### src/rtl/irq_agg_pkg.sv
package irq_agg_pkg;
  localparam int unsigned NCH         = 4;
  localparam int unsigned SYNC_STAGES = 2;
  localparam int unsigned BYTEW       = 8;
  localparam int unsigned CHW         = $clog2(NCH);
  localparam int unsigned SELW        = CHW + 1;
  localparam int unsigned PADW        = BYTEW - NCH - SELW;
endpackage

### src/rtl/irq_sync.sv
module irq_sync #(
  parameter int unsigned W      = 4,
  parameter int unsigned STAGES = 2
) (
  input  logic         clk_i,
  input  logic         rst_ni,
  input  logic [W-1:0] d_i,
  output logic [W-1:0] q_o
);
  logic [W-1:0] stg [STAGES];

  // reset to idle (high) so no false request appears
  always_ff @(posedge clk_i or negedge rst_ni) begin
    if (!rst_ni) stg[0] <= '1;
    else         stg[0] <= d_i;
  end

  for (genvar s = 1; s < STAGES; s++) begin : g_stage
    always_ff @(posedge clk_i or negedge rst_ni) begin
      if (!rst_ni) stg[s] <= '1;
      else         stg[s] <= stg[s-1];
    end
  end

  assign q_o = stg[STAGES-1];
endmodule

### src/rtl/irq_status.sv
module irq_status
  import irq_agg_pkg::*;
(
  input  logic           clk_i,
  input  logic           rst_ni,
  input  logic [NCH-1:0] pend_i,
  input  logic           rd_en_i,
  output logic [NCH-1:0] snap_o
);
  always_ff @(posedge clk_i or negedge rst_ni) begin
    if (!rst_ni)      snap_o <= '0;
    else if (rd_en_i) snap_o <= pend_i;
  end

  a_r4_capture: assert property (@(posedge clk_i) disable iff (!rst_ni)
    rd_en_i |=> snap_o == $past(pend_i));
  a_r5_hold: assert property (@(posedge clk_i) disable iff (!rst_ni)
    !rd_en_i |=> $stable(snap_o));
endmodule

### src/rtl/sel_reg.sv
module sel_reg
  import irq_agg_pkg::*;
(
  input  logic            clk_i,
  input  logic            rst_ni,
  input  logic            wr_en_i,
  input  logic [SELW-1:0] wr_sel_i,
  output logic [SELW-1:0] sel_o
);
  always_ff @(posedge clk_i or negedge rst_ni) begin
    if (!rst_ni)      sel_o <= '0;
    else if (wr_en_i) sel_o <= wr_sel_i;
  end

  a_r6_sel_stable: assert property (@(posedge clk_i) disable iff (!rst_ni)
    !wr_en_i |=> $stable(sel_o));
  a_r6_sel_load: assert property (@(posedge clk_i) disable iff (!rst_ni)
    wr_en_i |=> sel_o == $past(wr_sel_i));
endmodule

### src/rtl/irq_fanin_agg.sv
module irq_fanin_agg
  import irq_agg_pkg::*;
(
  input  logic             clk_i,
  input  logic             rst_ni,
  input  logic [NCH-1:0]   irq_ni,
  output logic             irq_no,
  input  logic             wr_en_i,
  input  logic [BYTEW-1:0] wr_data_i,
  input  logic             rd_en_i,
  output logic [BYTEW-1:0] rd_data_o,
  output logic             chan_en_o,
  output logic [CHW-1:0]   chan_sel_o
);
  logic [NCH-1:0]  irq_sync_n;
  logic [NCH-1:0]  pend;
  logic [NCH-1:0]  snap;
  logic [SELW-1:0] sel;

  irq_sync #(.W(NCH), .STAGES(SYNC_STAGES)) u_sync (
    .clk_i (clk_i),
    .rst_ni(rst_ni),
    .d_i   (irq_ni),
    .q_o   (irq_sync_n)
  );

  assign pend   = ~irq_sync_n;
  assign irq_no = ~|pend;

  irq_status u_status (
    .clk_i  (clk_i),
    .rst_ni (rst_ni),
    .pend_i (pend),
    .rd_en_i(rd_en_i),
    .snap_o (snap)
  );

  sel_reg u_sel (
    .clk_i   (clk_i),
    .rst_ni  (rst_ni),
    .wr_en_i (wr_en_i),
    .wr_sel_i(wr_data_i[SELW-1:0]),
    .sel_o   (sel)
  );

  assign rd_data_o  = {snap, {PADW{1'b0}}, sel};
  assign chan_en_o  = sel[SELW-1];
  assign chan_sel_o = sel[CHW-1:0];

  // edges since reset, saturating; gates the two-deep history checks
  logic [1:0] since_rst;
  always_ff @(posedge clk_i or negedge rst_ni) begin
    if (!rst_ni)              since_rst <= '0;
    else if (since_rst != 2'd3) since_rst <= since_rst + 2'd1;
  end

  a_r2_assert: assert property (@(posedge clk_i) disable iff (!rst_ni)
    (since_rst >= 2'd2 && !(&$past(irq_ni, 2))) |-> !irq_no);
  a_r3_release: assert property (@(posedge clk_i) disable iff (!rst_ni)
    (since_rst >= 2'd2 && (&$past(irq_ni, 2))) |-> irq_no);
endmodule

### config.mk
export PLATFORM = sky130hd
export DESIGN_NAME = irq_fanin_agg
export DESIGN_NICKNAME = d
export VERILOG_FILES = /design/src/rtl/irq_agg_pkg.sv /design/src/rtl/irq_sync.sv /design/src/rtl/irq_status.sv /design/src/rtl/sel_reg.sv /design/src/rtl/irq_fanin_agg.sv
export SDC_FILE = /design/constraint.sdc
export NUM_CORES = 1
export LEC_CHECK = 0
export ABC_AREA = 1
export BUFFER_PORTS_ARGS = -buffer_cell sky130_fd_sc_hd__buf_2
export CAP_MARGIN = 20
export CORE_AREA = 10 10 48 50
export CTS_BUF_LIST = sky130_fd_sc_hd__clkbuf_4 sky130_fd_sc_hd__clkbuf_8 sky130_fd_sc_hd__clkbuf_16
export CTS_CLUSTER_DIAMETER = 150
export DETAILED_ROUTE_END_ITERATION = 8
export DIE_AREA = 0 0 58 60
export PLACE_DENSITY = 0.76
export SLEW_MARGIN = 5
export SYNTH_ARGS = -nofsm -noshare
export SYNTH_HDL_FRONTEND = slang
export SYNTH_SLANG_ARGS = --single-unit
### constraint.sdc
create_clock -name clk_i -period 0.96 [get_ports clk_i]
set_input_delay 0.048 -clock clk_i [delete_from_list [all_inputs] [get_ports clk_i]]
set_output_delay 0.048 -clock clk_i [all_outputs]
set_load 0.03 [all_outputs]
==> flow_summary.toml <==
[run_status]
status = "finished, violations left"
failed_checks = "negative setup slack"

[run]
drv_cap = 0

[power]
powerDensity_nw_per_um2 = 1700
power_frac_clock = 0.267
combPwrFrac = 0.177
netSwitchingFraction = 0.279
p_sw_uw = 357
seqPwrFrac = 0.555
p_leak_uw = 0.000410
peakVddDrop_mv = 1.02
p_int_uw = 922

[layout]
diodes = 0
final_area_um2 = 753
final_util = 0.524
syn_to_final_growth_pct = 41.6
drive_gt1_frac = 0.468
num-nets-final = 96

[routing]
wl_um = 996
vias = 365
wl_per_cell_um = 10.5
ant_nets = 0
drt-pass1-iter-count = 1
drt_iter0_markers = 0
drc = 0
viasPerCell = 3.84

[worst_setup_path]
arrival_ps = 1120
path_max_fanout = 2
timing.rr.start = "u_sync.q_o[2]$_DFF_PN1_"
critPathRequiredTime_ps = 910
critPathLaunchType = "register"
r2r_slack_ps = 190
rr_endpoint = "u_status.snap_o[2]$_DFFE_PN0P_"
rr_worst_depth = 3
worstSetupPathType = "reg -> out"
slowest_stage = "dfstp_2"
end_kind = "primary output"
cpPeakStageDelay_ps = 540
crit_chain = "nand2_2, nor2_4, buf_6"

[placement]
io_buffers = 21
dp_hpwl_um = 740
gp_congestion = 0.710
dp_slack_ps = 48.2
placed_cell_area_um2 = 629

[timing]
maxSlewViolCount = 0
hold_violations = 0
setup_violations = 1
fin_setup_tns_ps = -207
period_needed_ps = 1170
fin_skew_ps = 1.01
rsz0062_at_grt = "yes"
fmax_mhz = 857
period_share = 1.22
setup_ws_ps = -207

[synth]
avgSynthCellArea_um2 = 10.6
synth_common_cells = "nand2_1, dfstp_2, dfrtp_1"
synth_top_area_share = 0.395
synth_top_family_by_area = "simple AND/OR/NAND/NOR gates"
synthMuxAreaShare = 0
synth-compound-area-share = 0
syn_area_um2 = 532
ys_ff_latch = 15
synth-simple-area-share = 0.169
ys_top_cells_by_area = "dfstp_2, dfrtp_1, nand2_1, buf_4, inv_1"
synth_async_sr_flop_share = 1.00
synth_top_cell_by_area = "dfstp_2"
synthCells = 50
ys_seq_area_frac = 0.725
synth_nets = 66
ys.flop_type = "dfstp_2"
synthAdderAreaFrac = 0
synth-edff-count = 0
synth.most_common_cell = "nand2_1"
synth_cell_types = 8
ys_warn_count = 0
synthXorXnorAreaFrac = 0

[global_route]
track_usage = 0.0642
grt_max_degree = 16
grt_pass1_wl_um = 1680
overflow = 0
grt_pass1_vias = 399
antenna_found_initial = 0

[cts]
cts_root_buf = "clkbuf_4"
clkSinkCount = 15
cts_made_buffers = 3
htreeDepth = 1
clock_latency_ps = 270
ctsLongestPathBuffers = 2
cts_tree = "done"
clkSlewWorstSetupHoldPaths_ps = 80

[die]
die_area_um2 = 3480
die_h_um = 60
fp.dieW_um = 58
placementRows = 14
core_area_um2 = 1440
io_pins = 28
start_util = 0.370

[min_path]
holdPathStages = 3
holdPathEnd = "u_sel.sel_o[0]$_DFFE_PN0P_"
hp-start = "wr_en_i"
holdCritPathClass = "in -> reg"
[power groups by stage]
stage / logic (uW) / clock network, uW / registers, uW
2_1_floorplan: 82.7 / 0 / 773
3_5_place_dp: 201 / 0 / 721
3_3_place_gp: 198 / 0 / 718
6_report: 227 / 342 / 710
4_1_cts: 227 / 360 / 709
5_1_grt: 249 / 397 / 716
[cell usage in the layout, fill, tap and decap left out]
| cell | synthesis | final |
|---|---|---|
| buf_2 | 0 | 20 |
| buf_6 | 0 | 1 |
| dlygate4sd3_1 | 0 | 8 |
| nor2_4 | 0 | 1 |
| inv_2 | 1 | 1 |
| dfstp_2 | 8 | 8 |
| nand2_2 | 0 | 2 |
| clkbuf_4 | 0 | 3 |
| inv_1 | 5 | 5 |
| dfrtp_1 | 7 | 7 |
| nand2_1 | 23 | 21 |
| clkinv_2 | 0 | 1 |
| conb_1 | 1 | 1 |
[routing by layer]
metal | up-vias | track usage | wire length (um)
met5 | - | 0 | 0
met3 | 0 | 0.0466 | 111
met4 | 0 | 0.0403 | 0
met2 | 14 | 0.101 | 457
li1 | 197 | - | -
met1 | 154 | 0.0585 | 427
[flip-flops by register name, indices dropped and copies added, names as in the netlist]
signal	cells
u_status.snap_o	4
u_sel.sel_o	3
u_sync.q_o	4
u_sync.stg	4
[worst max path at each step]
stage | depth (start not counted) | slack (ps) | to | start
floorplan | 2 | 60 | irq_no | u_sync.q_o[2]$_DFF_PN1_
global placement | 3 | 50 | irq_no | u_sync.q_o[2]$_DFF_PN1_
detailed placement | 3 | 50 | irq_no | u_sync.q_o[2]$_DFF_PN1_
CTS | 3 | -230 | irq_no | u_sync.q_o[1]$_DFF_PN1_
global route | 3 | -270 | irq_no | u_sync.q_o[2]$_DFF_PN1_
finish | 3 | -210 | irq_no | u_sync.q_o[3]$_DFF_PN1_
[repair_timing]
item / in CTS / in global routing
resized for setup: 2 / 3
setup buffers: 0 / 0
endpoints found under the setup margin: 1 / 1
hold buffers: 8 / 0
pin swaps: 1 / 2
hold endpoints to repair: 22 / 0
[per-stage QoR]
stage / cells / hold WS [ps] / total power [uW]
after floorplan: 50 / -248 / 856
after global placement: 83 / -51.3 / 916
after detailed placement: 83 / -40.8 / 922
after CTS: 95 / 0.0350 / 1300
after global routing: 95 / 3.99 / 1360
final: 95 / 5.89 / 1280
[worst max-delay path, delay by kind of cell (launching register included)]
family | cells | cell delay [ps]
and+or+nand+nor | 2 | 180
buffers and inverters | 1 | 130
DFF | 1 | 540
[area by class of cell]
cell class	count	area, um2
repair buffers	29	191
multi-input cells	25	106
flip-flops and latches	15	385
clock buffers	3	22.5
clock inverters	1	5.00
well taps	16	20.0
inverters	6	22.5
fillers	128	683
[cells by family (layout without fill, tap and decap cells)]
logic type    Yosys count  after routing
buf+inv                10             39
flops                  15             15
other cells             1              1
simple gates           24             24
(Power assumes the default switching activity.)
